## src/rtl/hiccup_pkg.sv

```systemverilog
package hiccup_pkg;
  typedef enum logic [2:0] {
    ST_IDLE  = 3'd0,
    ST_START = 3'd1,
    ST_RUN   = 3'd2,
    ST_OFF   = 3'd3,
    ST_RETRY = 3'd4
  } hc_state_e;
endpackage

```

## src/rtl/hc_rst_sync.sv

```systemverilog
module hc_rst_sync (
  input  logic clk,
  input  logic arst_n,
  output logic srst_n
);
  logic meta_q;
  logic sync_q;

  always_ff @(posedge clk or negedge arst_n) begin
    if (!arst_n) begin
      meta_q <= 1'b0;
      sync_q <= 1'b0;
    end else begin
      meta_q <= 1'b1;
      sync_q <= meta_q;
    end
  end

  assign srst_n = sync_q;
endmodule

```

## src/rtl/hc_uv_detect.sv

```systemverilog
// Undervoltage-under-current-limit detector with a consecutive-clock blanking count.
module hc_uv_detect #(
  parameter int CODE_W     = 8,
  parameter int BLANK_CLKS = 3600
) (
  input  logic              clk,
  input  logic              rst_n,
  input  logic              arm,
  input  logic              ilim,
  input  logic [CODE_W-1:0] fb_code,
  input  logic [CODE_W-1:0] ref_code,
  output logic              cond_o,
  output logic              trip_o
);
  localparam int PW   = CODE_W + 4;
  localparam int BW   = $clog2(BLANK_CLKS + 1);
  localparam logic [BW-1:0] LAST = BW'(BLANK_CLKS - 1);

  logic [PW-1:0] fb_x10;
  logic [PW-1:0] ref_x7;
  logic [BW-1:0] cnt_q;
  logic [BW-1:0] cnt_d;

  always_comb begin
    fb_x10 = PW'(fb_code) * PW'(10);
    ref_x7 = PW'(ref_code) * PW'(7);
    cond_o = ilim && (fb_x10 < ref_x7);
  end

  always_comb begin
    if (arm && cond_o) begin
      cnt_d = (cnt_q == LAST) ? cnt_q : cnt_q + BW'(1);
    end else begin
      cnt_d = '0;
    end
  end

  always_ff @(posedge clk or negedge rst_n) begin
    if (!rst_n) begin
      cnt_q <= '0;
    end else begin
      cnt_q <= cnt_d;
    end
  end

  assign trip_o = arm && cond_o && (cnt_q == LAST);
endmodule

```

## src/rtl/hc_tick_timer.sv

```systemverilog
// Window timer advanced only by the switching-cycle tick.
module hc_tick_timer #(
  parameter int CNT_W = 10
) (
  input  logic             clk,
  input  logic             rst_n,
  input  logic             clr,
  input  logic             tick,
  input  logic [CNT_W-1:0] limit,
  output logic             done
);
  logic [CNT_W-1:0] cnt_q;
  logic [CNT_W-1:0] cnt_d;

  always_comb begin
    if (clr) begin
      cnt_d = '0;
    end else if (tick) begin
      cnt_d = cnt_q + CNT_W'(1);
    end else begin
      cnt_d = cnt_q;
    end
  end

  always_ff @(posedge clk or negedge rst_n) begin
    if (!rst_n) begin
      cnt_q <= '0;
    end else begin
      cnt_q <= cnt_d;
    end
  end

  assign done = tick && (cnt_q == limit - CNT_W'(1));
endmodule

```

## src/rtl/hiccup_seq.sv

```systemverilog
module hiccup_seq #(
  parameter int CODE_W      = 8,
  parameter int BLANK_CLKS  = 3600,
  parameter int START_TICKS = 112,
  parameter int OFF_TICKS   = 896,
  parameter int RETRY_TICKS = 112
) (
  input  logic              clk,
  input  logic              rst_n,
  input  logic              en,
  input  logic              sw_tick,
  input  logic              ilim,
  input  logic [CODE_W-1:0] fb_code,
  input  logic [CODE_W-1:0] ref_code,
  output logic              stage_off,
  output logic              comp_clamp,
  output logic              ss_discharge,
  output logic [2:0]        state_o
);
  import hiccup_pkg::*;

  localparam int MAX_A = (START_TICKS > RETRY_TICKS) ? START_TICKS : RETRY_TICKS;
  localparam int MAX_T = (OFF_TICKS > MAX_A) ? OFF_TICKS : MAX_A;
  localparam int CNT_W = $clog2(MAX_T + 1);

  logic            hold_n;
  logic            rst_sync_n;
  hc_state_e       state_q;
  hc_state_e       state_d;
  logic            arm;
  logic            cond;
  logic            trip;
  logic            timed;
  logic            win_clr;
  logic            win_done;
  logic [CNT_W-1:0] win_limit;
  logic            shut;

  assign hold_n = rst_n & en;

  hc_rst_sync i_rst_sync (
    .clk    (clk),
    .arst_n (hold_n),
    .srst_n (rst_sync_n)
  );

  assign arm = (state_q == ST_RUN);

  hc_uv_detect #(
    .CODE_W     (CODE_W),
    .BLANK_CLKS (BLANK_CLKS)
  ) i_uv_detect (
    .clk      (clk),
    .rst_n    (rst_sync_n),
    .arm      (arm),
    .ilim     (ilim),
    .fb_code  (fb_code),
    .ref_code (ref_code),
    .cond_o   (cond),
    .trip_o   (trip)
  );

  always_comb begin
    case (state_q)
      ST_START: win_limit = CNT_W'(START_TICKS);
      ST_OFF:   win_limit = CNT_W'(OFF_TICKS);
      default:  win_limit = CNT_W'(RETRY_TICKS);
    endcase
  end

  assign timed   = (state_q == ST_START) || (state_q == ST_OFF) || (state_q == ST_RETRY);
  assign win_clr = !timed || (state_d != state_q);

  hc_tick_timer #(
    .CNT_W (CNT_W)
  ) i_win_timer (
    .clk   (clk),
    .rst_n (rst_sync_n),
    .clr   (win_clr),
    .tick  (sw_tick),
    .limit (win_limit),
    .done  (win_done)
  );

  always_comb begin
    state_d = state_q;
    case (state_q)
      ST_IDLE:  state_d = ST_START;
      ST_START: if (win_done) state_d = ST_RUN;
      ST_RUN:   if (trip) state_d = ST_OFF;
      ST_OFF:   if (win_done) state_d = ST_RETRY;
      ST_RETRY: if (win_done) state_d = cond ? ST_OFF : ST_RUN;
      default:  state_d = ST_IDLE;
    endcase
  end

  always_ff @(posedge clk or negedge rst_sync_n) begin
    if (!rst_sync_n) begin
      state_q <= ST_IDLE;
    end else begin
      state_q <= state_d;
    end
  end

  assign shut         = (state_q == ST_IDLE) || (state_q == ST_OFF);
  assign stage_off    = shut;
  assign comp_clamp   = shut;
  assign ss_discharge = shut;
  assign state_o      = state_q;
endmodule

```

## config.mk

```make
export PLATFORM = sky130hd
export DESIGN_NAME = hiccup_seq
export DESIGN_NICKNAME = d
export VERILOG_FILES = /design/src/rtl/hiccup_pkg.sv /design/src/rtl/hc_rst_sync.sv /design/src/rtl/hc_uv_detect.sv /design/src/rtl/hc_tick_timer.sv /design/src/rtl/hiccup_seq.sv
export SDC_FILE = /design/constraint.sdc
export NUM_CORES = 1
export LEC_CHECK = 0
export ABC_AREA = 1
export BUFFER_PORTS_ARGS = -buffer_cell sky130_fd_sc_hd__buf_2
export CORE_MARGIN = 5
export CORE_UTILIZATION = 32
export CTS_CLUSTER_DIAMETER = 40
export DETAILED_ROUTE_END_ITERATION = 16
export PLACE_DENSITY = 0.51
export SLEW_MARGIN = 20
export SYNTH_ARGS = -nofsm -noshare
export SYNTH_HDL_FRONTEND = slang
export SYNTH_SLANG_ARGS = --single-unit
```

## constraint.sdc

```tcl
create_clock -name clk -period 0.97 [get_ports clk]
set_input_delay 0.0485 -clock clk [delete_from_list [all_inputs] [get_ports clk]]
set_output_delay 0.0485 -clock clk [all_outputs]
set_load 0.1 [all_outputs]
```

==> impl_metrics.csv, run 1 <==
group,metric,value,unit
run_status,status,"finished with violations",
run_status,violations,"negative setup slack",
power,intPower,2830,uW
detailed_routing,drt_iter0_markers,37,
global_route,grt_max_degree,26,
detailed_routing,wl_met2,2890,um
sta,fin_hold_ws,0.155,ns
yosys,synth-main-ff-cell,"dfrtp_1",
worst_setup_path,cp_max_fo,6,
worst_setup_path,cp-end-kind,"flip-flop",
global_route,grtUsageTotal,11.9,%
place,dp_hpwl,4500,um
final_layout,diodes,0,
yosys,synthDistinctLibCells,33,
clock_tree,cts.htree.levels,1,
power,switching_share,36.0,%
power,power.density,1090,nW/um2
yosys,synth_area_leader_cell,"dfrtp_1",
clock_tree,clk_latency,0.27,ns
power,net-switching-power,1590,uW
clock_tree,path_clk_slew,0.09,ns
clock_tree,cts_tree,"built",
sta,fmax,404,MHz
detailed_routing,wl_per_cell,10.5,um
power,clock_power_share,14.8,%
yosys,synth-edff-count,0,
yosys,yosys.area_share.simple,25.4,%
detailed_routing,antenna_left,0,
global_route,grt_pass1_wl,10100,um
sta,setup_violations,31,
detailed_routing,vias,2447,
final_layout,final_area,4050,um2
detailed_routing,wl_met1,2740,um
detailed_routing,dr.pass1.iters,4,
clock_tree,clockBufferDepth,2,
place,io_buffers,26,
yosys,synth_xor_area_share,7.29,%
yosys,netlist_top_cells_area,"dfrtp_1 (27%), ha_1 (16%), nand2_1 (7.9%)",
floorplan,dieArea,9760,um2
power,p_total,4430,uW
detailed_routing,drc,0,
sta,skew,0.00334,ns
detailed_routing,routed_wl,5780,um
floorplan,io_pins,27,
final_layout,post-route-util,52.6,%
yosys,netlist_area,2520,um2
detailed_routing,met3_length,123,um
place,place_area,3580,um2
power,seqPwrFrac,29.9,%
clock_tree,numCtsBuffers,3,
yosys,yosysSeqAreaShare,26.8,%
yosys,ys_warn_count,0,
yosys,syn-num-nets,382,
yosys,ys_ff_latch,27,
yosys,synth_top_family_by_area,"simple AND/OR/NAND/NOR gates",
final_layout,nets,513,
yosys,synth_top_area_share,26.8,%
floorplan,fp.dieW,98.8,um
power,leakage,0.00195,uW
global_route,grt-ovfl-total,0,
yosys,muxShareOfSynthArea,0,%
global_route,antenna_found_initial,0,
floorplan,num_rows,32,
sta,fin_ws,-1.50,ns
power,peakVddDrop,0.000546,V
global_route,grt_pass1_vias,2383,
sta,layout_min_cycle_time,2.47,ns
power,combPwrFrac,55.3,%
run,drv_cap,0,
sta,fin_crit_sh,255,%
floorplan,die_h,98.8,um
worst_setup_path,setup.worst_path.start_class,"primary input",
worst_setup_path,path_class,"primary input to flip-flop",
hold_path,min_path_type,"primary input to flip-flop",
final_layout,area_growth,60.4,%
final_layout,drive_gt1_share,43.4,%
yosys,synth_compound_area_share,8.18,%
sta,report.final.slew_viol_count,0,
yosys,async_reset_ff_share,100,%
floorplan,initial_core_util,32.8,%
detailed_routing,routed.top_layer,"met4",
yosys,synth_cells,319,
worst_setup_path,arrival,2.64,ns
sta,rsz0062_at_grt,"true",
floorplan,core_area,7690,um2
yosys,avgSynthCellArea,7.91,um2
clock_tree,clkSinkCount,27,
worst_setup_path,cp_data_required_time,1.14,ns
place,gp_congestion,0.799,
clock_tree,clock-root-buffer,"clkbuf_8",
detailed_routing,viasPerCell,4.44,
final_layout,nFillCells,719,
sta,finalHoldViolations,0,
sta,tns,-28.37,ns
yosys,yosys.area_share.adder,23.5,%
## cell type report
| class | instances | area, um2 | share of cell area (%) |
|---|---|---|---|
| multi-input combinational | 238 | 1860 | 46.1 |
| inverter | 50 | 200 | 4.95 |
| tap | 102 | 128 | 3.15 |
| clock buffer | 4 | 45.0 | 1.11 |
| sequential | 27 | 687 | 17.0 |
| timing repair buffer | 129 | 1110 | 27.6 |
| timing repair inverter | 1 | 7.51 | 0.186 |
## power by group through the flow
stage / registers (uW) / clock network, uW / logic, uW
after floorplan: 1370 / 0 / 1220
after global placement: 1350 / 0 / 2030
after detailed placement: 1360 / 0 / 2080
after CTS: 1330 / 677 / 2340
after global routing: 1340 / 724 / 2780
final: 1330 / 654 / 2450
## registers in the layout, indices dropped and copies added, names as in the netlist
name and flops:
i_rst_sync.meta_q 1, i_rst_sync.srst_n 1, state_o 3, i_win_timer.cnt_q 10, i_uv_detect.cnt_q 12
## placed cells by master, fill, tap and decap left out, types with 5 or more instances in the layout
cell / n
nor2_1: 26
xnor2_1: 12
a21oi_2: 9
ha_1: 28
buf_12: 8
nand4_1: 6
inv_2: 5
inv_1: 42
buf_2: 16
dfrtp_1: 24
o21ai_2: 5
nor2_4: 10
nand2_1: 50
nor2_2: 5
xor2_1: 9
a21oi_1: 11
nand3_1: 15
fa_1: 7
buf_6: 15
buf_4: 86
## worst max-delay path, cell delays in order
cell	delay [ns]
buf_8	0.10
fa_1	0.47
ha_2	0.20
fa_2	0.36
a21oi_2	0.15
o21ai_2	0.09
a21oi_2	0.12
o21bai_1	0.08
xor2_1	0.15
ha_2	0.32
nand2_1	0.05
inv_1	0.06
nand3_2	0.12
nand3_4	0.12
clkbuf_16	0.16
nor3_2	0.03
## stage by stage
step                setup WS [ns]  instances
floorplan                   -1.56        319
global placement            -1.81        529
detailed placement          -1.89        529
CTS                         -1.46        547
global route                -1.63        551
finish                      -1.50        551
## final timing paths
kind                                         from                    end  slack (ns)  cells past startpoint
min in group asynchronous                   rst_n      i_rst_sync.meta_q        0.18                      4
worst max-delay path                  ref_code[0]  i_uv_detect.cnt_q[10]       -1.50                     16
max in group asynchronous                      en      i_rst_sync.srst_n        0.15                      5
worst max register to register         state_o[0]             state_o[0]       -0.63                     11
worst min register to register  i_rst_sync.srst_n   i_win_timer.cnt_q[0]        0.21                      1
worst min-delay path                      sw_tick   i_win_timer.cnt_q[1]        0.16                      4
## cell families after synthesis
kind of cell / Yosys count
AOI/OAI and AO/OA: 37
DFF: 27
and+or+nand+nor: 137
adders and majority gates: 42
xor gates and xnor gates: 21
other: 1
buffers and inverters: 54
## synthesized netlist by cell type, drive strengths merged, types with 2 or more instances
cell / n
nor2: 41
a21oi: 21
o21ai: 10
xor2: 9
nor3: 10
nor4: 3
o22ai: 2
nand4: 6
ha: 33
and3: 2
fa: 9
nand2: 53
dfrtp: 27
inv: 50
xnor2: 12
buf: 4
nand3: 20
## what timing repair did
action,in CTS,in global routing
resized for setup,55,23
buffers inserted,12,3
endpoints found under the setup margin,31,31
cloned,1,1
hold buffers,2,0
hold endpoints to repair,2,0
pin swaps,17,10
## layer usage
layer,vias up,track usage [%]
met5,-,0
met2,22,20.8
met3,2,1.84
li1,1295,-
met1,1128,15.8
met4,0,1.89
Power figures use the tool's default switching activity.
==> run 2, diff against run 1 <==
Settings changed: GPL_TIMING_DRIVEN set to 0, PLACE_DENSITY 0.51 to 0.57.
==> run 2 against run 1 <==
The run still ends with negative setup slack left. Core utilization decreased by 6.1 points. Global-route usage down 0.82 points. Count of clock-buffer cells in the layout shrank 1. Die area unchanged. First-iteration DRC count increased by 92%. Sequential share of layout area rose by 2.3 points. Combinational power shrank 13%. Register-to-register slack got worse by 0.20 ns. Total power fell by 6.7%. Clock skew increased by 0.00094 ns. Design area is 12% lower. Sequential power rose by 3%. Highest routed layer unchanged.
==> impl_metrics.csv, run 2 (synthesized netlist as in run 1, its figures left out) <==
group,metric,value,unit
sta,worst_pin_slew,0.567,ns
run_status,violations,"negative setup slack",
detailed_routing,antenna_left,0,
worst_setup_path,setup.worst_path.start_class,"primary input",
global_route,grt-ovfl-total,0,
worst_setup_path,max_stage_delay,0.60,ns
run,drv_cap,0,
sta,fmax,394,MHz
final_layout,layout_common_cells,"nand2_1 (47), inv_1 (40), ha_1 (28), nor2_1 (22), dfrtp_1 (22)",
place,gp_congestion,0.796,
sta,report.final.slew_viol_count,0,
clock_tree,path_clk_slew,0.09,ns
hold_path,min-delay-start,"sw_tick",
clock_tree,clockBufferDepth,2,
detailed_routing,vias,2251,
worst_setup_path,cp_data_required_time,1.17,ns
detailed_routing,drt_iter0_markers,71,
floorplan,io_pins,27,
worst_setup_path,r2r_slack,-0.83,ns
floorplan,num_rows,32,
worst_setup_path,crit_top_cell,"nand2_1",
clock_tree,clock-root-buffer,"clkbuf_8",
hold_path,min_path_type,"primary input to flip-flop",
sta,skew,0.00427,ns
clock_tree,numCtsBuffers,3,
final_layout,final_area,3570,um2
final_layout,area_growth,41.7,%
floorplan,dieArea,9760,um2
final_layout,drive_gt1_share,36.6,%
worst_setup_path,cp_slowest_cell,"fa_1",
global_route,grt_pass1_vias,2186,
global_route,antenna_found_initial,0,
sta,setup_violations,31,
place,dp_hpwl,3760,um
worst_setup_path,cp-end-kind,"flip-flop",
global_route,grtUsageTotal,11.1,%
final_layout,final_common_cell,"nand2_1",
final_layout,post-route-util,46.5,%
final_layout,largest_reg_flops,12,
worst_setup_path,path_class,"primary input to flip-flop",
floorplan,die_h,98.8,um
clock_tree,cts_tree,"built",
floorplan,initial_core_util,32.8,%
clock_tree,clkSinkCount,27,
clock_tree,clk_latency,0.27,ns
worst_setup_path,r2r_cells,9,
detailed_routing,viasPerCell,4.67,
worst_setup_path,r2r_end,"i_uv_detect.cnt_q[10]",
sta,slew_headroom,62.2,%
worst_setup_path,path_cells,"buf_2, fa_1, ha_4, inv_2, o21ai_0, a221oi_2, nand2_1, nand2_1, nand2_1, ha_1, a21oi_2, nor2_2, nor2_4, nand3_4, buf_8, nor3_4",
sta,fin_ws,-1.57,ns
worst_setup_path,r2r-start,"i_uv_detect.cnt_q[0]",
final_layout,largest-register,"i_uv_detect.cnt_q",
detailed_routing,routed_wl,5490,um
power,peakVddDrop,0.000680,V
clock_tree,cts.htree.levels,1,
hold_path,hold_end,"i_win_timer.cnt_q[1]",
place,place_area,2860,um2
floorplan,core_area,7690,um2
run_status,status,"finished with violations",
global_route,grt_pass1_wl,9330,um
sta,finalHoldViolations,0,
place,io_buffers,26,
detailed_routing,dr.pass1.iters,4,
global_route,grt_max_degree,26,
hold_path,hold_depth,3,
detailed_routing,wl_per_cell,11.4,um
power,leakage,0.00162,uW
detailed_routing,drc,0,
sta,fin_crit_sh,261,%
final_layout,nets,444,
final_layout,diodes,0,
sta,layout_min_cycle_time,2.54,ns
sta,rsz0062_at_grt,"true",
floorplan,fp.dieW,98.8,um
worst_setup_path,arrival,2.74,ns
worst_setup_path,cp_max_fo,5,
power,power.density,1160,nW/um2
run 2: changes by cell type in the layout (fill, tap and decap cells not counted), sizes merged:
cell / before / now
clkbuf: 5 / 3
clkinv: 0 / 1
buf: 126 / 58
run 2: what timing repair did:
action	4_1_cts	5_1_grt
hold buffers	2	0
resized for setup	71	46
pin swaps	18	16
setup buffers	17	10
setup endpoints to repair	56	31
endpoints found under the hold margin	2	0
cloned	2	0
run 2: routing by layer:
layer,global-route usage [%],wire length (um)
met5,0,0
met4,1.26,23
met3,1.34,149
met2,20.2,2880
met1,14.4,2440
run 2: stage by stage:
stage | setup WS [ns] | hold WS, ns | instances | setup TNS, ns | total power, uW
detailed placement | -1.95 | -0.0815 | 447 | -37.38 | 2940
global placement | -1.88 | -0.0836 | 447 | -35.70 | 2890
CTS | -1.60 | 0.0377 | 472 | -28.15 | 3870
floorplan | -1.56 | -0.173 | 319 | -29.22 | 2590
global route | -1.68 | 0.0530 | 482 | -30.32 | 4550
finish | -1.57 | 0.0467 | 482 | -27.95 | 4130
run 2: report_power, final:
group	switching (uW)	total (uW)	internal, uW
Sequential	117	1370	1250
Clock	354	642	288
Combinational	1110	2120	1010
Total	1580	4130	2550
run 2: area by class of cell:
class	instances	area (um2)
Inverter	50	200
Buffer	4	51.3
Clock inverter	1	5.00
Fill cell	732	4110
Tap cell	102	128
Timing Repair inverter	1	7.51
Sequential cell	27	689
Timing Repair Buffer	56	523
Multi-Input combinational cell	238	1930
Clock buffer	3	41.3
run 2: worst max path at each step:
| stage | from | endpoint | slack, ns | cells past startpoint |
|---|---|---|---|---|
| after floorplan | ref_code[0] | i_uv_detect.cnt_q[8] | -1.56 | 15 |
| after global placement | ref_code[1] | i_uv_detect.cnt_q[9] | -1.88 | 16 |
| after detailed placement | ref_code[1] | i_uv_detect.cnt_q[4] | -1.95 | 16 |
| after CTS | ref_code[1] | i_uv_detect.cnt_q[1] | -1.60 | 16 |
| after global routing | ref_code[4] | i_uv_detect.cnt_q[10] | -1.68 | 16 |
| final | ref_code[4] | i_uv_detect.cnt_q[8] | -1.57 | 16 |
run 2: worst max-delay path, delay by kind of cell:
family          cells  cell delay [ns]
fa+ha+maj           3             1.14
buf+inv             3             0.38
simple gates        7             0.63
compound gates      3             0.53
